==> src/rtl/npc_pkg.sv <==
package npc_pkg;
   typedef enum logic [1:0] {
      SEL_SEQ = 2'd0,
      SEL_BR  = 2'd1,
      SEL_JMP = 2'd2
   } npc_sel_e;
endpackage

==> src/rtl/npc_targets.sv <==
module npc_targets #(
   parameter int AW = 32,
   parameter int OW = 16,
   parameter int JW = 26,
   parameter int SH = 2
) (
   input  logic [AW-1:0] cur_pc,
   input  logic [OW-1:0] ofs,
   input  logic [JW-1:0] jfield,
   output logic [AW-1:0] seq_addr,
   output logic [AW-1:0] br_addr,
   output logic [AW-1:0] jmp_addr
);
   localparam int KEEP = AW - JW - SH;
   localparam logic [AW-1:0] STEP = AW'(1) << SH;

   initial begin
      if (KEEP < 1) $error("npc_targets: address too narrow for jump field");
      if (OW + SH > AW) $error("npc_targets: offset too wide");
   end

   logic [AW-1:0] sext_ofs;

   always_comb begin
      seq_addr = cur_pc + STEP;
      sext_ofs = {{(AW-OW){ofs[OW-1]}}, ofs};
      br_addr  = seq_addr + (sext_ofs << SH);
      jmp_addr = {seq_addr[AW-1 -: KEEP], jfield, {SH{1'b0}}};
   end
endmodule

==> src/rtl/npc_select.sv <==
module npc_select
   import npc_pkg::*;
#(
   parameter int AW = 32
) (
   input  logic          branch_en,
   input  logic          alu_zero,
   input  logic          jump_en,
   input  logic [AW-1:0] seq_addr,
   input  logic [AW-1:0] br_addr,
   input  logic [AW-1:0] jmp_addr,
   output logic [AW-1:0] nxt_addr
);
   npc_sel_e sel;
   logic [AW-1:0] stage1;

   always_comb begin
      if (jump_en) sel = SEL_JMP;
      else if (branch_en && alu_zero) sel = SEL_BR;
      else sel = SEL_SEQ;
   end

   // first stage: the branch or the sequential address
   assign stage1 = (sel == SEL_BR) ? br_addr : seq_addr;
   // second stage: the jump overrides both
   assign nxt_addr = (sel == SEL_JMP) ? jmp_addr : stage1;
endmodule

==> src/rtl/npc_reg.sv <==
module npc_reg #(
   parameter int AW = 32,
   parameter logic [AW-1:0] RESET_VEC = '0,
   parameter bit HAS_STALL = 1'b1
) (
   input  logic          clk,
   input  logic          rst,
   input  logic          hold,
   input  logic [AW-1:0] d,
   output logic [AW-1:0] q
);
   logic upd;

   generate
      if (HAS_STALL) begin : g_stall
         assign upd = ~hold;
      end else begin : g_nostall
         assign upd = 1'b1;
      end
   endgenerate

   always_ff @(posedge clk) begin
      if (rst) q <= RESET_VEC;
      else if (upd) q <= d;
   end
endmodule

==> src/rtl/npc_unit.sv <==
module npc_unit #(
   parameter int AW = 32,
   parameter int OW = 16,
   parameter int JW = 26,
   parameter logic [31:0] RESET_VEC = 32'h0,
   parameter bit HAS_STALL = 1'b1
) (
   input  logic        clk,
   input  logic        rst,
   input  logic        stall,
   input  logic        branch_en,
   input  logic        alu_zero,
   input  logic        jump_en,
   input  logic [15:0] imm16,
   input  logic [25:0] jidx26,
   output logic [31:0] pc,
   output logic [31:0] pc_plus4
);
   localparam int SH = 2;

   initial begin
      if (AW != 32 || OW != 16 || JW != 26)
         $error("npc_unit: port widths are fixed at 32/16/26");
      if (RESET_VEC[SH-1:0] != '0)
         $error("npc_unit: reset vector must be word aligned");
   end

   logic [AW-1:0] seq_a, br_a, jmp_a, nxt_a;

   npc_targets #(.AW(AW), .OW(OW), .JW(JW), .SH(SH)) u_tgt (
      .cur_pc(pc), .ofs(imm16), .jfield(jidx26),
      .seq_addr(seq_a), .br_addr(br_a), .jmp_addr(jmp_a)
   );

   npc_select #(.AW(AW)) u_sel (
      .branch_en(branch_en), .alu_zero(alu_zero), .jump_en(jump_en),
      .seq_addr(seq_a), .br_addr(br_a), .jmp_addr(jmp_a),
      .nxt_addr(nxt_a)
   );

   npc_reg #(.AW(AW), .RESET_VEC(RESET_VEC), .HAS_STALL(HAS_STALL)) u_reg (
      .clk(clk), .rst(rst), .hold(stall), .d(nxt_a), .q(pc)
   );

   assign pc_plus4 = seq_a;
endmodule

==> config.mk <==
export PLATFORM = sky130hd
export DESIGN_NAME = npc_unit
export DESIGN_NICKNAME = d
export VERILOG_FILES = /design/src/rtl/npc_pkg.sv /design/src/rtl/npc_targets.sv /design/src/rtl/npc_select.sv /design/src/rtl/npc_reg.sv /design/src/rtl/npc_unit.sv
export SDC_FILE = /design/constraint.sdc
export NUM_CORES = 1
export LEC_CHECK = 0
export BUFFER_PORTS_ARGS = -buffer_cell sky130_fd_sc_hd__buf_2
export CAP_MARGIN = 20
export CORE_MARGIN = 8
export CORE_UTILIZATION = 50
export CTS_CLUSTER_DIAMETER = 30
export CTS_CLUSTER_SIZE = 20
export DETAILED_ROUTE_END_ITERATION = 10
export GPL_TIMING_DRIVEN = 0
export PLACE_DENSITY = 0.81
export SYNTH_ARGS = -nofsm -noshare
export SYNTH_HDL_FRONTEND = slang
export SYNTH_SLANG_ARGS = --single-unit
export TNS_END_PERCENT = 100
==> constraint.sdc <==
create_clock -name clk -period 5 [get_ports clk]
set_input_delay 1.5 -clock clk [delete_from_list [all_inputs] [get_ports clk]]
set_output_delay 1.5 -clock clk [all_outputs]
set_load 0.02 [all_outputs]
---- Word-level counts from Yosys, hierarchy flattened ----
Cells that the tools add are included.
operators by class
  add/sub/neg operators ................... 2
  equality and inequality tests ........... 2
  mux-type cells .......................... 4
  reductions and logical operators ........ 1
operators by type and width
  kind                   number
  $mux 32                2
  $add 32x3->32 const B  1
  $add 32x32->32         1
  $eq 2x1->1 const B     1
  $eq 2x2->1 const B     1
  $mux 2                 1
  $logic_and 1x1->1      1
  $mux 1                 1
word-level totals
  flip-flop bits (word level) ............. 32
  bits of input ports ..................... 48
  output and inout bits ................... 64
  word-level logic and storage cells ...... 10

---- Logic depth before layout (Yosys ltp) ----
  word-level depth ........................ 6
  depth in mapped cells ................... 18
  gate-level depth less buffers ........... 17

---- Modules after synthesis ----
From an unflattened synthesis, not the netlist that was laid out.
second synthesis, totals
  cell total of the unflattened synthesis .. 605
  area, all modules ....................... 4817.1 µm²
modules (own cells, without submodules)
  module       times used  cells an instance  area each (µm²)  sequential area each (µm²)
  npc_targets  1           352                2493.6           0.0
  npc_reg      1           103                1163.6           640.6
  npc_select   1           150                1159.9           0.0

---- Least setup slack after synthesis ----
Ideal clock, no wire load.
  kind .................................... reg-to-reg
  start point ............................. register u_reg.q[2]
  end point ............................... register u_reg.q[28]
  library setup time ...................... 133 ps
  arrival time ............................ 4015 ps
  required time ........................... 4867 ps
  slack ................................... 852 ps
  cell stages (with the launch flop) ...... 16
  period minus slack after synthesis ...... 4148 ps
  cell sequence ........................... dfxtp_1 -> ha_1 -> nand3_2 -> or3_4 -> or3_4 -> nor2_1 -> xor2_1 -> ha_1 -> a21oi_1 -> inv_1 -> a21oi_1 -> o21bai_1 -> a2111oi_0 -> o31ai_1 -> a2111oi_0 -> nor4_1
on the way
  longest elaborated chain between the ends .. 4
RTL lines
  what                    line               text
  start, declared         npc_reg.sv:10      output logic [AW-1:0] q
  start signal, assigned  npc_reg.sv:23      if (rst) q <= RESET_VEC;
  start signal, assigned  npc_reg.sv:24      else if (upd) q <= d;
  $add 32x3->32           npc_targets.sv:25  seq_addr = cur_pc + STEP;
  named net pc_plus4[22]  npc_unit.sv:17     output logic [31:0] pc_plus4
  $add 32x32->32          npc_targets.sv:27  br_addr = seq_addr + (sext_ofs << SH);
  $mux 32                 npc_select.sv:24   assign stage1 = (sel == SEL_BR) ? br_addr : seq_addr;
  $mux 32                 npc_select.sv:26   assign nxt_addr = (sel == SEL_JMP) ? jmp_addr : stage1;
The timed path passes the listed nets, and every way through them passes these cells.
A chain may end at the register's enable or synchronous reset.

---- Worst setup path after layout ----
  start point ............................. register u_reg.q[2]
  end point ............................... register u_reg.q[31]
on the way
  longest elaborated chain between the ends .. 4
RTL lines
  what               line
  $add 32x3->32 (*)  npc_targets.sv:25
  $add 32x32->32     npc_targets.sv:27
  $mux 32            npc_select.sv:24
  $mux 32 (*)        npc_select.sv:26
Mark *: on every way between the ends. The rest lies on a longest branch, timed or not.

==> run metrics <==
FILL cells 724; Avg Cell Area, Syn ~7.3 µm²; Total GRT Usage 24.13%; leak pwr 2.138 nW; row count 31; Setup violations, final 0; max_cap viols 0; largest cells by area after synthesis dfxtp_1 16%, ha_1 12%, nand2_1 7.2%, xnor2_1 7.0%, a21oi_1 5.4%; first-pass GRT wire length 20440 µm; P per Cell Area 206.5 nW/µm²; Setup CP Type reg -> reg; Post-Syn Area 3779 µm²; post-synthesis cell type count 70; Pre-antenna DRT Iters 5; chip width around 100 µm; Synth top area share 15.89%; Routed wire per std cell 17.77 µm; clock sinks 30; initial drt markers between 200 and 300; worst hold path depth 2; worst setup margin 0.4606 ns; Crit path arrival time 4.68 ns; clk_lat worst skew 0.29 ns; Crit. End Element register; number of enable flip-flop cells after synthesis 0; Core Area 7292 µm²; Die H 102.9 µm; slowest stage delay, CP 0.46 ns; hold_sp u_reg.q[22]; total gr overflow 0; mux share of post-synthesis cell area 1.325%; DR vias/cell 6.023; Final Hold Violating Endpoints 0; status complete, no violations; Buf/Inv on CP 2; worst r2r dst u_reg.q[31]; asr flop ratio synth 0%; sequential area share after synthesis 15.89%; RSZ-0062 raised after global routing no; Starting Density 51.82%; complex-gate fraction of the synthesized area between 20% and 30%; Worst Path Required 5.14 ns; Crit path max-delay family compound AO/OA/AOI/OAI gates; reg2reg path depth 18; largest family of logic cells by synthesized area compound AO/OA/AOI/OAI gates; CP max FO 7; fin crit share 90.79%; cell count after synthesis 515; max reg flops 30; H-tree depth 2; simple-gate area share of the yosys netlist 24.83%; ys flop type dfxtp_1; Setup Skew 0.01127 ns; WL final around 13000 µm; Final ANT Viol Nets 0; xor-xnor portion of the synthesized cell area between 10% and 20%; largest registers u_reg.q (30); proportion of layout cells with a drive suffix above 1 roughly a quarter; Tmin final 4.539 ns; total CTS buffers 5; HPWL after DPL 10370 µm; DIE AREA approximately 11000 µm²; largest net degree at the start of global routing 24; Largest Register u_reg.q; maximum vdd drop 0.1261 mV; Clock Tree Root clkbuf_8; flip-flop and latch count after synthesis 30; Min-Delay Endpoint u_reg.q[22]; setup slack, reg-to-reg 0.46 ns; hold_buf cts 0; # IOs 112; Worst path slowest cell dfxtp_1; Startpoint Class register; adder-cell share of the synthesized area 12.45%; clock slew at reported path FFs 0.08 ns; Final nets 716; Hold Crit Class reg -> reg; worst-margin pin slew 0.6789 ns; clk buf depth 2; max_slew headroom approximately 55%; Port-buffer cells 106; maximum clock rate roughly 220 MHz; worst-path cell chain ha_1 -> nand3_2 -> or3_4 -> or3_4 -> nor2_1 -> xnor2_1 -> inv_1 -> ha_1 -> clkbuf_1 -> a21o_1 -> a21o_1 -> a211oi_1 -> o21ai_0 -> o21ai_0 -> a31oi_1 -> mux2i_1 -> a211o_1 -> o221ai_1; Placer Congestion 0.9801; R2R Path Start u_reg.q[2]; post_cts resized 0; vias post-DR 4403; initial antenna violation count 0; YS warnings 0; Slew Limit Fails 0; number of global-route vias before repair 4308; Post-CTS Setup Inserts 0; antenna diode count 0; Sum Neg Setup Slack 0 ns; DRC viols 0; pre-CTS setup slack 0.5289 ns; dominant cell type by area after synthesis dfxtp_1; CTS tree built; Synth-to-Final Area Change 20.03%
## synth_stat cells (2+ instances only)
| master | instances |
|---|---|
| nor3b_1 | 2 |
| xor2_1 | 16 |
| o21a_1 | 3 |
| nor2_1 | 45 |
| a311o_1 | 4 |
| a211oi_1 | 13 |
| nand3_1 | 11 |
| or3_1 | 2 |
| nand3_2 | 3 |
| inv_1 | 16 |
| nor4_1 | 3 |
| a21o_1 | 16 |
| and3_2 | 3 |
| o21ai_0 | 25 |
| or3_4 | 2 |
| a31oi_1 | 6 |
| a2111oi_0 | 3 |
| and3_1 | 5 |
| nand2_1 | 72 |
| nand2b_1 | 4 |
| buf_4 | 4 |
| ha_1 | 36 |
| nand2_2 | 2 |
| a31o_2 | 4 |
| o31ai_1 | 5 |
| dfxtp_1 | 30 |
| buf_2 | 2 |
| o22ai_1 | 4 |
| nand4_1 | 9 |
| nor3_1 | 14 |
| o211a_1 | 2 |
| clkbuf_1 | 16 |
| o21bai_1 | 5 |
| or2_2 | 3 |
| o22a_1 | 3 |
| o31a_1 | 3 |
| o41ai_1 | 2 |
| a21oi_1 | 41 |
| a311oi_1 | 2 |
| xnor2_1 | 30 |
| a211o_1 | 2 |
| o211ai_1 | 10 |
| mux2i_1 | 5 |
## where the power goes
part           internal, mW  switching, mW  total, mW
sequential            0.256         0.0271      0.283
combinational         0.170          0.267      0.437
clock                 0.111          0.105      0.217
total                 0.537          0.400      0.937
## cells in the final DEF, fill, tap and decap left out, types with 3 or more instances in the layout
cell / netlist / layout
o31a_1: 3 / 3
o22ai_1: 4 / 4
or2_2: 3 / 3
a2111oi_0: 3 / 3
nand2_1: 72 / 72
nor4_1: 3 / 3
a31oi_1: 6 / 6
nand2b_1: 4 / 4
mux2i_1: 5 / 5
o31ai_1: 5 / 5
a31o_2: 4 / 4
buf_4: 4 / 4
clkbuf_8: 0 / 6
nor2_1: 45 / 45
ha_1: 36 / 36
o21ai_0: 25 / 25
o21bai_1: 5 / 5
o211ai_1: 10 / 10
inv_1: 16 / 16
nand3_1: 11 / 11
xnor2_1: 30 / 30
and3_1: 5 / 5
o22a_1: 3 / 3
conb_1: 1 / 4
and3_2: 3 / 3
a21oi_1: 41 / 41
dfxtp_1: 30 / 30
a21o_1: 16 / 16
buf_2: 2 / 108
nor3_1: 14 / 14
o21a_1: 3 / 3
nand3_2: 3 / 3
a311o_1: 4 / 4
nand4_1: 9 / 9
xor2_1: 16 / 16
a211oi_1: 13 / 13
clkbuf_1: 16 / 17
## cells by family after synthesis
group	Yosys count
buf+inv	40
compound gates	165
xor+xnor	47
other cells	1
simple gates	190
mux	5
fa+ha+maj	37
flops	30
## metal layers
metal / routed length (µm) / GRT usage (%) / vias up
met4: 205 / 8.009 / 0
li1: - / - / 2113
met5: 0 / 0 / -
met1: 5430 / 29.77 / 2060
met2: 6072 / 41.59 / 211
met3: 1280 / 3.714 / 19
## worst reg2reg max path: stages (launching register included)
cell	delay, ns
dfxtp_1	0.46
ha_1	0.28
nand3_2	0.14
or3_4	0.43
or3_4	0.43
nor2_1	0.15
xnor2_1	0.16
inv_1	0.09
ha_1	0.27
clkbuf_1	0.26
a21o_1	0.20
a21o_1	0.16
a211oi_1	0.10
o21ai_0	0.22
o21ai_0	0.11
a31oi_1	0.27
mux2i_1	0.39
a211o_1	0.18
o221ai_1	0.10
## metrics by stage
step | area, µm² | std cells | util, % | hold WS, ns | power, mW
2_1_floorplan | 3790 | 518 | - | 0.5604 | 0.5899
3_3_place_gp | 4444 | 723 | 60.95 | 0.4767 | 0.7084
3_5_place_dp | 4444 | 723 | 60.95 | 0.4909 | 0.7158
4_1_cts | 4536 | 731 | 62.20 | 0.5008 | 0.9264
5_1_grt | 4536 | 731 | 62.20 | 0.5390 | 0.9813
6_report | 4536 | 731 | 62.20 | 0.4995 | 0.9367
## final cells by class
cell class              instances  area (µm²)  area share, %
well taps                      99       123.9          2.731
flip-flops and latches         30       600.6          13.24
clock inverters                 1       5.005         0.1103
inverters                      16       60.06          1.324
clock buffers                   7       86.33          1.903
multi-input cells             448        3014          66.46
repair buffers                106       530.5          11.70
plain buffers                  24       115.1          2.538
## worst max path at each step
stage,depth (start not counted),end,slack (ns),from
after floorplan,15,u_reg.q[28],0.85,u_reg.q[2]
after global placement,18,u_reg.q[31],0.60,u_reg.q[2]
after detailed placement,18,u_reg.q[31],0.53,u_reg.q[2]
after CTS,18,u_reg.q[31],0.51,u_reg.q[2]
after global routing,18,u_reg.q[31],0.18,u_reg.q[2]
final,18,u_reg.q[31],0.46,u_reg.q[2]
Note: power is estimated with default switching activity, not from simulation.
